==> config.mk <==
export PLATFORM = sky130hd
export DESIGN_NAME = l1_act_ctrl
export DESIGN_NICKNAME = d
export VERILOG_FILES = /design/src/rtl/l1_act_pkg.sv /design/src/rtl/l1_event_arb.sv /design/src/rtl/l1_sup_timer.sv /design/src/rtl/l1_act_fsm.sv /design/src/rtl/l1_act_ctrl.sv
export SDC_FILE = /design/constraint.sdc
export NUM_CORES = 1
export LEC_CHECK = 0
export ABC_AREA = 1
export ABC_CLOCK_PERIOD_IN_PS = 1800
export BUFFER_PORTS_ARGS = -buffer_cell sky130_fd_sc_hd__buf_4
export CAP_MARGIN = 20
export CORE_AREA = 2 2 54 56
export CTS_CLUSTER_DIAMETER = 200
export DETAILED_ROUTE_END_ITERATION = 6
export DIE_AREA = 0 0 56 58
export GPL_TIMING_DRIVEN = 1
export HOLD_SLACK_MARGIN = 0.02
export PLACE_DENSITY = 0.64
export RECOVER_POWER = 50
export SLEW_MARGIN = 20
export SYNTH_ARGS = -nofsm -noshare
export SYNTH_HDL_FRONTEND = slang
export SYNTH_SLANG_ARGS = --single-unit
==> constraint.sdc <==
create_clock -name clk -period 1.8 [get_ports clk]
set_input_delay 0.45 -clock clk [delete_from_list [all_inputs] [get_ports clk]]
set_output_delay 0.45 -clock clk [all_outputs]
set_load 0.03 [all_outputs]
==> src/rtl/l1_act_pkg.sv <==
package l1_act_pkg;

    typedef enum logic [3:0] {
        ST_RESET   = 4'd0,
        ST_F3_PDN  = 4'd1,
        ST_F3_PUP  = 4'd2,
        ST_F3_PEND = 4'd3,
        ST_F4      = 4'd4,
        ST_F5      = 4'd5,
        ST_F6      = 4'd6,
        ST_F7      = 4'd7,
        ST_F8      = 4'd8
    } l1_state_e;

    // indication codes from the line interface
    localparam logic [3:0] IND_DEACT_REQ  = 4'b0000;
    localparam logic [3:0] IND_LINE_RESET = 4'b0001;
    localparam logic [3:0] IND_TEST_MODE  = 4'b0010;
    localparam logic [3:0] IND_SLIP       = 4'b0011;
    localparam logic [3:0] IND_RESYNC     = 4'b0100;
    localparam logic [3:0] IND_DEACT_F6   = 4'b0101;
    localparam logic [3:0] IND_ERROR      = 4'b0110;
    localparam logic [3:0] IND_POWER_UP   = 4'b0111;
    localparam logic [3:0] IND_ACT_SEEN   = 4'b1000;
    localparam logic [3:0] IND_ACT_LOOP   = 4'b1010;
    localparam logic [3:0] IND_CODE_VIOL  = 4'b1011;
    localparam logic [3:0] IND_ACTIVE8    = 4'b1100;
    localparam logic [3:0] IND_ACTIVE10   = 4'b1101;
    localparam logic [3:0] IND_ACTIVE_LP  = 4'b1110;
    localparam logic [3:0] IND_DEACT_CONF = 4'b1111;

    // command codes toward the line interface
    localparam logic [3:0] CMD_TIMING     = 4'h0;
    localparam logic [3:0] CMD_RESET      = 4'h1;
    localparam logic [3:0] CMD_PULSE_ONE  = 4'h2;
    localparam logic [3:0] CMD_PULSE_CONT = 4'h3;
    localparam logic [3:0] CMD_ACT8       = 4'h8;
    localparam logic [3:0] CMD_ACT10      = 4'h9;
    localparam logic [3:0] CMD_ACT_LOOP   = 4'hA;
    localparam logic [3:0] CMD_DEACT      = 4'hF;

    typedef enum logic [2:0] {
        EV_NONE,
        EV_IND,
        EV_ACT,
        EV_DEACT,
        EV_TMR
    } ev_kind_e;

    typedef struct packed {
        ev_kind_e   kind;
        logic [3:0] code;
    } l1_event_t;

endpackage

==> src/rtl/l1_event_arb.sv <==
module l1_event_arb
    import l1_act_pkg::*;
(
    input  logic       ind_valid,
    input  logic [3:0] ind_code,
    input  logic       act_req,
    input  logic       deact_req,
    input  logic       tmr_expire,
    output l1_event_t  ev
);
    // fixed priority: indication, activate, deactivate, timer
    always_comb begin
        ev.code = ind_code;
        if (ind_valid)       ev.kind = EV_IND;
        else if (act_req)    ev.kind = EV_ACT;
        else if (deact_req)  ev.kind = EV_DEACT;
        else if (tmr_expire) ev.kind = EV_TMR;
        else                 ev.kind = EV_NONE;
    end
endmodule

==> src/rtl/l1_sup_timer.sv <==
module l1_sup_timer #(
    parameter int RELOAD = 20
) (
    input  logic clk,
    input  logic rst_n,
    input  logic start,
    input  logic cancel,
    output logic expire
);
    localparam int CW = $clog2(RELOAD + 1);
    localparam logic [CW-1:0] RELOAD_V = CW'(RELOAD);
    localparam logic [CW-1:0] ONE_V    = CW'(1);

    logic [CW-1:0] cnt_q;
    logic          run_q;

    assign expire = run_q && (cnt_q == ONE_V);

    always_ff @(posedge clk or negedge rst_n) begin
        if (!rst_n) begin
            cnt_q <= '0;
            run_q <= 1'b0;
        end else if (start) begin
            cnt_q <= RELOAD_V;
            run_q <= 1'b1;
        end else if (cancel) begin
            run_q <= 1'b0;
        end else if (run_q) begin
            if (cnt_q == ONE_V) run_q <= 1'b0;
            else                cnt_q <= cnt_q - ONE_V;
        end
    end
endmodule

==> src/rtl/l1_act_fsm.sv <==
module l1_act_fsm
    import l1_act_pkg::*;
(
    input  logic       clk,
    input  logic       rst_n,
    input  l1_event_t  ev,
    output logic       tmr_start,
    output logic       tmr_cancel,
    output logic       cmd_valid,
    output logic [3:0] cmd_code,
    output logic       act_ind,
    output logic       deact_ind,
    output l1_state_e  state
);
    l1_state_e  st_q, st_d;
    logic       cv_d, act_d, deact_d;
    logic [3:0] cc_d;

    always_comb begin
        st_d       = st_q;
        cv_d       = 1'b0;
        cc_d       = CMD_DEACT;
        act_d      = 1'b0;
        deact_d    = 1'b0;
        tmr_start  = 1'b0;
        tmr_cancel = 1'b0;
        unique case (ev.kind)
            EV_IND: begin
                case (ev.code)
                    IND_LINE_RESET, IND_ERROR: begin
                        if (st_q != ST_F3_PUP) begin
                            st_d    = ST_RESET;
                            cv_d    = 1'b1;
                            cc_d    = CMD_DEACT;
                            deact_d = (st_q == ST_F7);
                        end
                    end
                    IND_ACTIVE8: begin
                        if (st_q != ST_F3_PUP && st_q != ST_F7) begin
                            st_d       = ST_F7;
                            cv_d       = 1'b1;
                            cc_d       = CMD_ACT8;
                            act_d      = 1'b1;
                            tmr_cancel = 1'b1;
                        end
                    end
                    IND_DEACT_CONF: begin
                        if (st_q inside {ST_RESET, ST_F3_PEND, ST_F4, ST_F5, ST_F6, ST_F8})
                            st_d = ST_F3_PDN;
                    end
                    IND_ACT_SEEN: begin
                        if (st_q inside {ST_RESET, ST_F3_PDN, ST_F3_PEND, ST_F5, ST_F8}) begin
                            st_d = ST_F6;
                        end else if (st_q == ST_F7) begin
                            st_d    = ST_F6;
                            deact_d = 1'b1;
                        end
                    end
                    IND_RESYNC: begin
                        if (st_q inside {ST_F3_PDN, ST_F3_PEND, ST_F4}) begin
                            st_d = ST_F5;
                        end else if (st_q == ST_F6) begin
                            st_d = ST_F8;
                        end else if (st_q == ST_F7) begin
                            st_d    = ST_F8;
                            deact_d = 1'b1;
                        end
                    end
                    IND_POWER_UP: begin
                        if (st_q == ST_F3_PDN) st_d = ST_F4;
                    end
                    IND_DEACT_REQ: begin
                        if (st_q inside {ST_F5, ST_F8, ST_F7}) begin
                            st_d    = ST_F3_PEND;
                            cv_d    = 1'b1;
                            cc_d    = CMD_DEACT;
                            deact_d = (st_q == ST_F7);
                        end
                    end
                    IND_DEACT_F6: begin
                        if (st_q == ST_F6) begin
                            st_d = ST_F3_PEND;
                            cv_d = 1'b1;
                            cc_d = CMD_DEACT;
                        end
                    end
                    default: ;
                endcase
            end
            EV_ACT: begin
                if (st_q == ST_F3_PDN) begin
                    cv_d      = 1'b1;
                    cc_d      = CMD_ACT8;
                    tmr_start = 1'b1;
                end
            end
            EV_TMR: begin
                if (st_q inside {ST_F3_PDN, ST_F4, ST_F5, ST_F6, ST_F8}) begin
                    cv_d    = 1'b1;
                    cc_d    = CMD_DEACT;
                    deact_d = 1'b1;
                end
            end
            EV_DEACT, EV_NONE: ;
        endcase
    end

    // state register
    always_ff @(posedge clk or negedge rst_n) begin
        if (!rst_n) st_q <= ST_RESET;
        else        st_q <= st_d;
    end

    // output register
    always_ff @(posedge clk or negedge rst_n) begin
        if (!rst_n) begin
            cmd_valid <= 1'b0;
            cmd_code  <= CMD_TIMING;
            act_ind   <= 1'b0;
            deact_ind <= 1'b0;
        end else begin
            cmd_valid <= cv_d;
            if (cv_d) cmd_code <= cc_d;
            act_ind   <= act_d;
            deact_ind <= deact_d;
        end
    end

    assign state = st_q;
endmodule

==> src/rtl/l1_act_ctrl.sv <==
module l1_act_ctrl
    import l1_act_pkg::*;
#(
    parameter int TIMER_CYCLES = 20
) (
    input  logic       clk,
    input  logic       rst_n,
    input  logic       ind_valid,
    input  logic [3:0] ind_code,
    input  logic       act_req,
    input  logic       deact_req,
    output logic       cmd_valid,
    output logic [3:0] cmd_code,
    output logic       act_ind,
    output logic       deact_ind,
    output logic [3:0] state_o
);
    l1_event_t ev;
    logic      tmr_expire, tmr_start, tmr_cancel;
    l1_state_e st;

    l1_event_arb u_arb (
        .ind_valid (ind_valid),
        .ind_code  (ind_code),
        .act_req   (act_req),
        .deact_req (deact_req),
        .tmr_expire(tmr_expire),
        .ev        (ev)
    );

    l1_sup_timer #(.RELOAD(TIMER_CYCLES)) u_tmr (
        .clk   (clk),
        .rst_n (rst_n),
        .start (tmr_start),
        .cancel(tmr_cancel),
        .expire(tmr_expire)
    );

    l1_act_fsm u_fsm (
        .clk       (clk),
        .rst_n     (rst_n),
        .ev        (ev),
        .tmr_start (tmr_start),
        .tmr_cancel(tmr_cancel),
        .cmd_valid (cmd_valid),
        .cmd_code  (cmd_code),
        .act_ind   (act_ind),
        .deact_ind (deact_ind),
        .state     (st)
    );

    assign state_o = st;
endmodule

==> results of run 1 <==
==> per-layer routing <==
metal / global-route usage [%] / share of wire (%) / vias up
met5: 0 / 0 / -
met4: 4.08 / 0.70 / 0
met3: 4.02 / 6.2 / 2
met2: 27.9 / 46 / 30
met1: 23.8 / 47 / 504
li1: - / - / 591
==> area by class of cell <==
cell class / instances / area share (%)
timing repair buffer: 20 / 10.0
clock buffer: 4 / 1.96
tap: 31 / 2.90
inverter: 26 / 7.29
multi-input combinational: 129 / 49.8
sequential: 15 / 28.0
==> cells by family (layout without fill, tap and decap cells) <==
group | after synthesis | count (layout)
compound gates | 14 | 14
fa+ha+maj | 2 | 2
buf+inv | 29 | 50
flops | 15 | 15
simple gates | 113 | 113
==> state kept, by name (all words and copies together) (netlist names) <==
register	cells
u_fsm.cmd_valid	1
u_fsm.state	4
u_fsm.act_ind	1
u_fsm.cmd_code	2
u_tmr.run_q	1
u_fsm.deact_ind	1
u_tmr.cnt_q	5
==> stage by stage <==
step / cells / setup slack [ns] / power [µW]
after floorplan: 173 / 0.247 / 1100
after global placement: 220 / 0.257 / 1270
after detailed placement: 220 / 0.223 / 1280
after CTS: 225 / 0.254 / 1480
after global routing: 225 / 0.0866 / 1600
final: 225 / 0.254 / 1460
==> where the power goes <==
part | internal (µW) | switching, µW
clock | 86.0 | 108
sequential | 434 | 83.7
combinational | 265 | 482
==> worst paths after layout <==
kind	to	slack [ns]
worst max register to register	u_fsm.cmd_code[2]$_DFFE_PN0P_	0.25
max in group asynchronous	u_tmr.cnt_q[0]$_DFFE_PN0P_	0.48
worst min register to register	u_tmr.cnt_q[2]$_DFFE_PN0P_	0.50
min in group asynchronous	u_fsm.state[2]$_DFFE_PN0P_	0.79
worst max-delay path	u_fsm.cmd_code[2]$_DFFE_PN0P_	0.25
worst min-delay path	u_fsm.cmd_valid$_DFF_PN0_	0.44
==> worst max-delay path, delay by kind of cell, from the launching register on <==
kind,cells,cell delay [ns]
AND/OR/NAND/NOR,9,0.89
flip-flops,1,0.55
==> cell usage in the layout (no fill, tap or decap), types with 4 or more instances in the layout <==
cell      instances
nand4_1           5
clkbuf_1          6
nand2_1          46
dfrtp_1          15
inv_1            25
nand2_2           6
nor2_1           24
buf_4            14
o21ai_0           4
nand3_1          16
==> flow_summary_export.csv, run 1 <==
group,metric,value,unit
run_status,status,"finished, final reports clean",
place,dpl.hpwl,1.96,mm
critical_path,required,1.98,ns
synth,yosys.area_share.xor_xnor,0,%
timing,finalSetupTns,0,ns
floorplanning,rows,19,
timing,fin_hold_ws,0.444,ns
routing,drt_pre_antenna_iters,4,
synth,yosysTopAreaCellShare,32.2,%
final_layout,seq_area,375,µm²
final_layout,drive_gt1_share,19.6,%
synth,synthCells,173,
min_path,holdPathStages,3,
place,place_congestion,0.859,
floorplanning,core,2660,µm²
synth,synth_compound_area_share,7.51,%
routing,drc,0,
timing,post-route-min-period,1.55,ns
final_layout,multi_input_area,667,µm²
final_layout,insertedDiodeCount,0,
synth,synth_area_per_cell,6.74,µm²
final_layout,postLayoutCoreUtil,50.3,%
synth,synth_commonest_cells,"46 x nand2_1, 25 x inv_1, 24 x nor2_1",
synth,synth_async_sr_flop_share,100,%
clock_network,cts_sinks,15,
critical_path,cp.arrival,1.72,ns
routing,post_drt_wl_per_cell,10.8,µm
min_path,hp-class,"in -> reg",
synth,ys_top_cells_by_area,"dfrtp_1 32%, nand2_1 15%, inv_1 8.0%, nor2_1 7.7%, nand3_1 6.9%",
global_route,grt_antenna_before_repair,0,
clock_network,cts_buffers,3,
critical_path,end_kind,"register",
timing,setup_viol,0,
timing,worst_pin_slew,0.859,ns
final_layout,fin_nets,206,
clock_network,post-cts-setup-buffers,0,
place,port-buffer-count,19,
critical_path,path_max_fanout,9,
clock_network,clk-insertion-delay-late,0.28,ns
power_and_ir_drop,leakage,0.000707,µW
critical_path,rr_worst_depth,9,
floorplanning,die_width,56,µm
synth,synth_top_family_by_area,"simple AND/OR/NAND/NOR gates",
clock_network,cts_tree,"built",
floorplanning,ios,20,
critical_path,cp_common_cell,"nor2_1",
job,maxCapViolCount,0,
timing,clock_skew,0.00554,ns
synth,synth.ff_latch_count,15,
clock_network,htreeDepth,1,
timing,final-max-slew-violation-count,0,
clock_network,ctsLongestPathBuffers,2,
synth,synth.area.mux_share,0,%
timing,grt_setup_unrepaired,"false",
final_layout,area_growth,14.8,%
critical_path,critPathLaunch,"u_fsm.state[0]$_DFFE_PN0P_",
floorplanning,start_util,43.8,%
floorplanning,die_h,58,µm
global_route,grt_max_degree,16,
place,place_area,1330,µm²
synth,ys_seq_area_share,32.2,%
critical_path,max_stage_delay,0.55,ns
synth,synth_edf_count,0,
routing,drt-total-wl,2.44,mm
global_route,grt_pass1_vias,1020,
synth,ys_types,27,
timing,post-route-period-util,85.9,%
critical_path,crit_path_cell_trace,"nor2_1, nand2_2, nand2_1, nor2_1, nor2_1, nor2_1, nand2_2, nand2_1, nand2_1",
min_path,min_from,"ind_valid",
synth,synth_top_area_cell,"dfrtp_1",
synth,synth.most_common_cell,"nand2_1",
routing,drt_iter0_markers,38,
power_and_ir_drop,cellPowerDensity,1090,nW/µm²
routing,num_vias,1127,
final_layout,n_fill_cell,275,
critical_path,worst-setup-path-type,"reg -> reg",
routing,final_antenna_net_count,0,
synth,ys_warn_count,0,
final_layout,fin_area,1340,µm²
floorplanning,die_area,3250,µm²
timing,clock.fmax,647,MHz
critical_path,critPathLaunchType,"register",
clock_network,clkTransAtPathRegs,0.09,ns
synth,syn_area,1170,µm²
critical_path,critical-path-slowest-cell,"dfrtp_1",
critical_path,worstReg2RegStart,"u_fsm.state[0]$_DFFE_PN0P_",
clock_network,root_buffer,"clkbuf_4",
routing,routed_via_density,5.01,
clock_network,post_cts_resized,0,
clock_network,ctsHoldBuffers,1,
synth,synth_nets,184,
global_route,grt_pass1_wl,4.44,mm
timing,finalHoldViolCount,0,
timing,slew_headroom,42.7,%
synth,yosys.area_share.simple,48.1,%
power_and_ir_drop,ir_drop,0.714,mV
synth,yosys.area_share.adder,2.15,%
global_route,grt_use_total,17.3,%
global_route,grt_overflow_total,0,
synth,synth_ff_type,"dfrtp_1",
Power figures use the tool's default switching activity.
==> inputs of run 2 (changes only) <==
--- a/config.mk
+++ b/config.mk
@@ -5,14 +5,13 @@
 export SDC_FILE = /design/constraint.sdc
 export NUM_CORES = 1
 export LEC_CHECK = 0
-export ABC_AREA = 1
 export ABC_CLOCK_PERIOD_IN_PS = 1800
 export BUFFER_PORTS_ARGS = -buffer_cell sky130_fd_sc_hd__buf_4
 export CAP_MARGIN = 20
-export CORE_AREA = 2 2 54 56
+export CORE_AREA = 2 2 56 58
 export CTS_CLUSTER_DIAMETER = 200
 export DETAILED_ROUTE_END_ITERATION = 6
-export DIE_AREA = 0 0 56 58
+export DIE_AREA = 0 0 58 60
 export GPL_TIMING_DRIVEN = 1
 export HOLD_SLACK_MARGIN = 0.02
 export PLACE_DENSITY = 0.64
==> flow_summary_export.csv, run 2 <==
group,metric,value,unit
place,numPlacedInstances,215,
min_path,hp-class,"in -> reg",
clock_network,cts_tree,"built",
place,place_congestion,0.930,
critical_path,path_max_fanout,4,
critical_path,critPathLaunch,"u_fsm.state[1]$_DFFE_PN0P_",
synth,syn_area,1260,µm²
critical_path,worst-setup-path-type,"reg -> reg",
routing,final_antenna_net_count,0,
synth,synth_ff_type,"dfrtp_1",
synth,synth_commonest_cells,"15 x dfrtp_1, 14 x nor2_1, 9 x nand2_1",
synth,ys_seq_area_share,29.8,%
synth,synthCells,144,
critical_path,critPathCapture,"u_fsm.state[2]$_DFFE_PN0P_",
critical_path,required,1.97,ns
critical_path,reg2reg_to,"u_fsm.state[2]$_DFFE_PN0P_",
critical_path,cp.arrival,2.23,ns
global_route,grt_overflow_total,0,
place,dp_slack,-0.204,ns
clock_network,root_buffer,"clkbuf_4",
routing,drc,0,
floorplanning,die_width,58,µm
synth,synth_nets,155,
final_layout,area_growth,45.5,%
power_and_ir_drop,finalPower,2190,µW
run_status,violations,"setup timing",
final_layout,final_cell_mix,"61 x buf_4, 13 x nor2_1, 11 x dfrtp_1",
final_layout,fin_nets,211,
job,maxCapViolCount,0,
timing,slew_headroom,47.2,%
run_status,status,"finished with violations",
floorplanning,rows,20,
final_layout,fin_cells,232,
final_layout,largest_reg_flops,5,
power_and_ir_drop,cellPowerDensity,1190,nW/µm²
synth,ys_top_cells_by_area,"dfrtp_1 30%, nor2_1 4.2%, mux2_2 3.6%, nand2b_1 3.0%, xnor2_1 2.8%",
clock_network,cts_buffers,3,
timing,finalSetupTns,-1.27,ns
global_route,grt_max_degree,18,
timing,setup_viol,9,
clock_network,clkTransAtPathRegs,0.09,ns
final_layout,layout_commonest_cell,"buf_4",
global_route,grt_antenna_before_repair,0,
critical_path,end_kind,"register",
routing,post_drt_wl_per_cell,15.1,µm
final_layout,n_fill_cell,237,
synth,yosysTopAreaCellShare,29.8,%
synth,synth_area_per_cell,8.76,µm²
timing,fin_ws,-0.259,ns
floorplanning,ios,20,
timing,clock_skew,0.00334,ns
timing,finalHoldViolCount,0,
final_layout,largest_register,"u_tmr.cnt_q",
routing,drt-total-wl,3.50,mm
routing,drt_iter0_markers,82,
final_layout,drive_gt1_share,51.3,%
timing,clock.fmax,486,MHz
timing,post-route-period-util,114,%
routing,routed_via_density,5.62,
clock_network,ctsLongestPathBuffers,2,
synth,synth_top_area_cell,"dfrtp_1",
critical_path,critPathLaunchType,"register",
synth,ys_types,50,
synth,synth_edf_count,0,
clock_network,clk-insertion-delay-late,0.28,ns
min_path,min_from,"act_req",
place,dpl.hpwl,2.55,mm
routing,num_vias,1303,
floorplanning,die_h,60,µm
timing,grt_setup_unrepaired,"true",
synth,ys_warn_count,0,
synth,synth.ff_latch_count,15,
synth,synth.most_common_cell,"dfrtp_1",
floorplanning,start_util,43.4,%
routing,drt_pre_antenna_iters,4,
place,port-buffer-count,19,
timing,worst_pin_slew,0.792,ns
timing,post-route-min-period,2.06,ns
critical_path,rrSetupSlack,-0.26,ns
critical_path,worstReg2RegStart,"u_fsm.state[1]$_DFFE_PN0P_",
timing,final-max-slew-violation-count,0,
critical_path,rr_worst_depth,6,
global_route,grt_use_total,21.2,%
global_route,grt_pass1_wl,5.71,mm
floorplanning,core,2900,µm²
clock_network,htreeDepth,1,
floorplanning,die_area,3480,µm²
clock_network,cts_sinks,15,
global_route,grt_pass1_vias,1288,
power_and_ir_drop,leakage,0.000835,µW
final_layout,insertedDiodeCount,0,
synth,synth_async_sr_flop_share,100,%
power_and_ir_drop,ir_drop,0.887,mV
-- run 2: cell families (layout without fill, tap and decap cells) --
logic type	Yosys count	in the layout	share of synthesized area, %
multiplexers	4	4	3.57
adder cells (fa/ha/maj)	2	2	1.98
XOR/XNOR	7	7	4.86
flip-flops	15	15	29.8
AND/OR/NAND/NOR	66	66	32.3
buffers and inverters	18	73	8.23
AO/OA/AOI/OAI	32	32	19.2
-- run 2: worst min path at each step --
| stage | endpoint | slack (ns) | cells past startpoint |
|---|---|---|---|
| 2_1_floorplan | u_fsm.act_ind$_DFF_PN0_ | 0.15 | 0 |
| 3_3_place_gp | u_tmr.cnt_q[1]$_DFFE_PN0P_ | 0.31 | 1 |
| 3_5_place_dp | u_tmr.cnt_q[1]$_DFFE_PN0P_ | 0.31 | 1 |
| 4_1_cts | u_tmr.cnt_q[2]$_DFFE_PN0P_ | 0.47 | 3 |
| 5_1_grt | u_tmr.cnt_q[4]$_DFFE_PN0P_ | 0.50 | 3 |
| 6_report | u_tmr.cnt_q[2]$_DFFE_PN0P_ | 0.48 | 3 |
-- run 2: metrics by stage --
| stage | util [%] | hold WS [ns] | area (µm²) |
|---|---|---|---|
| floorplan | - | 0.154 | 1280 |
| global placement | 56.2 | 0.309 | 1630 |
| detailed placement | 56.2 | 0.312 | 1630 |
| CTS | 60.0 | 0.471 | 1740 |
| global route | 63.2 | 0.497 | 1840 |
| finish | 63.2 | 0.482 | 1840 |
-- run 2: metal layers --
| layer | vias to the layer above | wire [µm] | track usage (%) |
|---|---|---|---|
| met1 | 627 | 1410 | 26.0 |
| li1 | 631 | - | - |
| met4 | 0 | 85 | 7.31 |
| met2 | 34 | 1870 | 37.8 |
| met5 | - | 0 | 0 |
| met3 | 11 | 140 | 3.25 |
-- run 2: worst max-delay path, stage by stage (launching register included) --
cell and delay [ns]:
dfrtp_2 0.42, or4b_4 0.57, nand4b_4 0.11, a21boi_4 0.06
nor4_4 0.25, buf_4 0.18, mux2_2 0.34
-- run 2: power breakdown --
group	switching [µW]	internal, µW	total (µW)
sequential	93.8	457	550
combinational	709	739	1450
clock	109	82.6	191
total	911	1280	2190
-- run 2: what timing repair did --
item | CTS | global route
pin swaps | 1 | 10
hold buffers | 1 | 0
hold endpoints to repair | 15 | 0
endpoints found under the setup margin | 14 | 14
resized for setup | 6 | 13
buffers inserted | 7 | 5
-- run 2: area by class of cell --
cell class / instances / area (µm²) / share of cell area, %
clock inverters: 1 / 5.00 / 0.273
inverters: 4 / 15.0 / 0.818
multi-input cells: 111 / 868 / 47.3
repair buffers: 65 / 503 / 27.4
clock buffers: 3 / 22.5 / 1.23
flip-flops and latches: 15 / 380 / 20.7
well taps: 33 / 41.3 / 2.25
==> inputs of run 3 (changes only) <==
==> constraint.sdc (replaced) <==
create_clock -name clk -period 1.8 [get_ports clk]
set_input_delay 0.54 -clock clk [delete_from_list [all_inputs] [get_ports clk]]
set_output_delay 0.54 -clock clk [all_outputs]
set_load 0.03 [all_outputs]
==> flow_summary_export.csv, run 3 (same netlist as run 2, synthesis figures left out) <==
group,metric,value,unit
timing,final-max-slew-violation-count,0,
global_route,grt_pass1_vias,1308,
floorplanning,die_h,60,µm
timing,setup_viol,5,
power_and_ir_drop,leakage,0.000870,µW
critical_path,rr_worst_depth,6,
final_layout,final_cell_mix,"66 x buf_4, 14 x nor2_1, 12 x dfrtp_1",
routing,drc,0,
critical_path,crit_path_cell_trace,"or4b_4, nand4b_4, a21boi_2, nor4_4, buf_4, mux2_4",
timing,slew_headroom,45.4,%
final_layout,layout_commonest_cell,"buf_4",
routing,drt_pre_antenna_iters,4,
floorplanning,die_width,58,µm
timing,post-route-min-period,1.91,ns
final_layout,postLayoutCoreUtil,65.9,%
routing,post_drt_wl_per_cell,14.9,µm
final_layout,n_fill_cell,238,
final_layout,seq_area,379,µm²
critical_path,critical-path-slowest-cell,"or4b_4",
critical_path,cp.arrival,2.08,ns
critical_path,worstReg2RegStart,"u_fsm.state[2]$_DFFE_PN0P_",
critical_path,max_stage_delay,0.57,ns
routing,final_antenna_net_count,0,
clock_network,ctsLongestPathBuffers,2,
clock_network,clkTransAtPathRegs,0.08,ns
critical_path,critPathLaunchType,"register",
timing,finalHoldViolCount,0,
routing,routed_via_density,5.42,
timing,clock_skew,0.00493,ns
routing,drt-total-wl,3.54,mm
final_layout,fin_nets,217,
clock_network,cts_sinks,15,
floorplanning,ios,20,
global_route,grt_max_degree,16,
final_layout,largest_register,"u_tmr.cnt_q",
critical_path,path_max_fanout,4,
place,place_congestion,0.860,
critical_path,reg2reg_to,"u_fsm.state[3]$_DFFE_PN0P_",
timing,finalSetupTns,-0.436,ns
min_path,hp-class,"in -> async",
critical_path,worst-setup-path-type,"reg -> reg",
floorplanning,start_util,43.4,%
routing,drt_iter0_markers,43,
global_route,grt_antenna_before_repair,0,
power_and_ir_drop,ir_drop,0.925,mV
final_layout,area_growth,51.6,%
final_layout,insertedDiodeCount,0,
timing,worst_pin_slew,0.818,ns
clock_network,root_buffer,"clkbuf_4",
timing,fin_ws,-0.107,ns
place,dpl.hpwl,2.59,mm
clock_network,htreeDepth,1,
final_layout,drive_gt1_share,53.2,%
critical_path,required,1.97,ns
place,dp_slack,-0.288,ns
final_layout,multi_input_area,913,µm²
timing,post-route-period-util,106,%
critical_path,end_kind,"register",
run_status,violations,"setup timing",
floorplanning,rows,20,
place,port-buffer-count,19,
critical_path,rrSetupSlack,-0.11,ns
power_and_ir_drop,finalPower,2240,µW
timing,clock.fmax,524,MHz
job,maxCapViolCount,0,
global_route,grt_overflow_total,0,
run_status,status,"finished with violations",
global_route,grt_pass1_wl,5.58,mm
critical_path,critical_path.n_buffers_inverters,1,
timing,grt_setup_unrepaired,"true",
global_route,grt_use_total,21.3,%
clock_network,clk-insertion-delay-late,0.28,ns
critical_path,cp_top_family,"simple AND/OR/NAND/NOR gates",
power_and_ir_drop,cellPowerDensity,1170,nW/µm²
floorplanning,core,2900,µm²
clock_network,cts_tree,"built",
floorplanning,die_area,3480,µm²
clock_network,cts_buffers,3,
routing,num_vias,1289,
clock_network,ctsHoldBuffers,0,
timing,fin_hold_ws,0.318,ns
final_layout,largest_reg_flops,5,
==> run 3: how the worst max path moves through the flow <==
stage                                from                         end  slack (ns)  depth (start not counted)
2_1_floorplan                 ind_code[3]  u_fsm.state[0]$_DFFE_PN0P_       -0.17                          6
3_3_place_gp                  ind_code[2]  u_fsm.state[2]$_DFFE_PN0P_       -0.22                          6
3_5_place_dp                  ind_code[3]  u_fsm.state[3]$_DFFE_PN0P_       -0.29                          7
4_1_cts        u_fsm.state[1]$_DFFE_PN0P_  u_fsm.state[0]$_DFFE_PN0P_       -0.11                          6
5_1_grt        u_fsm.state[2]$_DFFE_PN0P_  u_fsm.state[3]$_DFFE_PN0P_       -0.17                          6
6_report       u_fsm.state[2]$_DFFE_PN0P_  u_fsm.state[3]$_DFFE_PN0P_       -0.11                          6
==> run 3: layout make-up <==
cell class / instances / area share [%]
sequential: 15 / 19.8
timing repair buffer: 71 / 28.1
clock buffer: 4 / 1.37
tap: 33 / 2.16
inverter: 4 / 0.785
multi-input combinational: 111 / 47.8
==> run 3: power by group <==
group	internal (µW)	switching, µW
sequential	456	103
clock	86.2	102
combinational	775	720
total	1320	926
==> run 3: what timing repair did <==
action | in CTS | in global routing
pin swaps | 3 | 9
setup endpoints to repair | 14 | 11
buffers inserted | 2 | 3
gates resized for setup | 6 | 15
==> run 3: stage by stage <==
| stage | instances | area (µm²) |
|---|---|---|
| 2_1_floorplan | 144 | 1340 |
| 3_3_place_gp | 229 | 1760 |
| 3_5_place_dp | 229 | 1760 |
| 4_1_cts | 235 | 1830 |
| 5_1_grt | 238 | 1910 |
| 6_report | 238 | 1910 |
==> run 3: layer usage <==
metal | GRT usage [%] | share of wire (%) | up-vias
li1 | - | - | 643
met1 | 23.6 | 43 | 611
met2 | 40.9 | 52 | 24
met3 | 0.866 | 2.0 | 11
met4 | 11.3 | 3.1 | 0
met5 | 0 | 0 | -
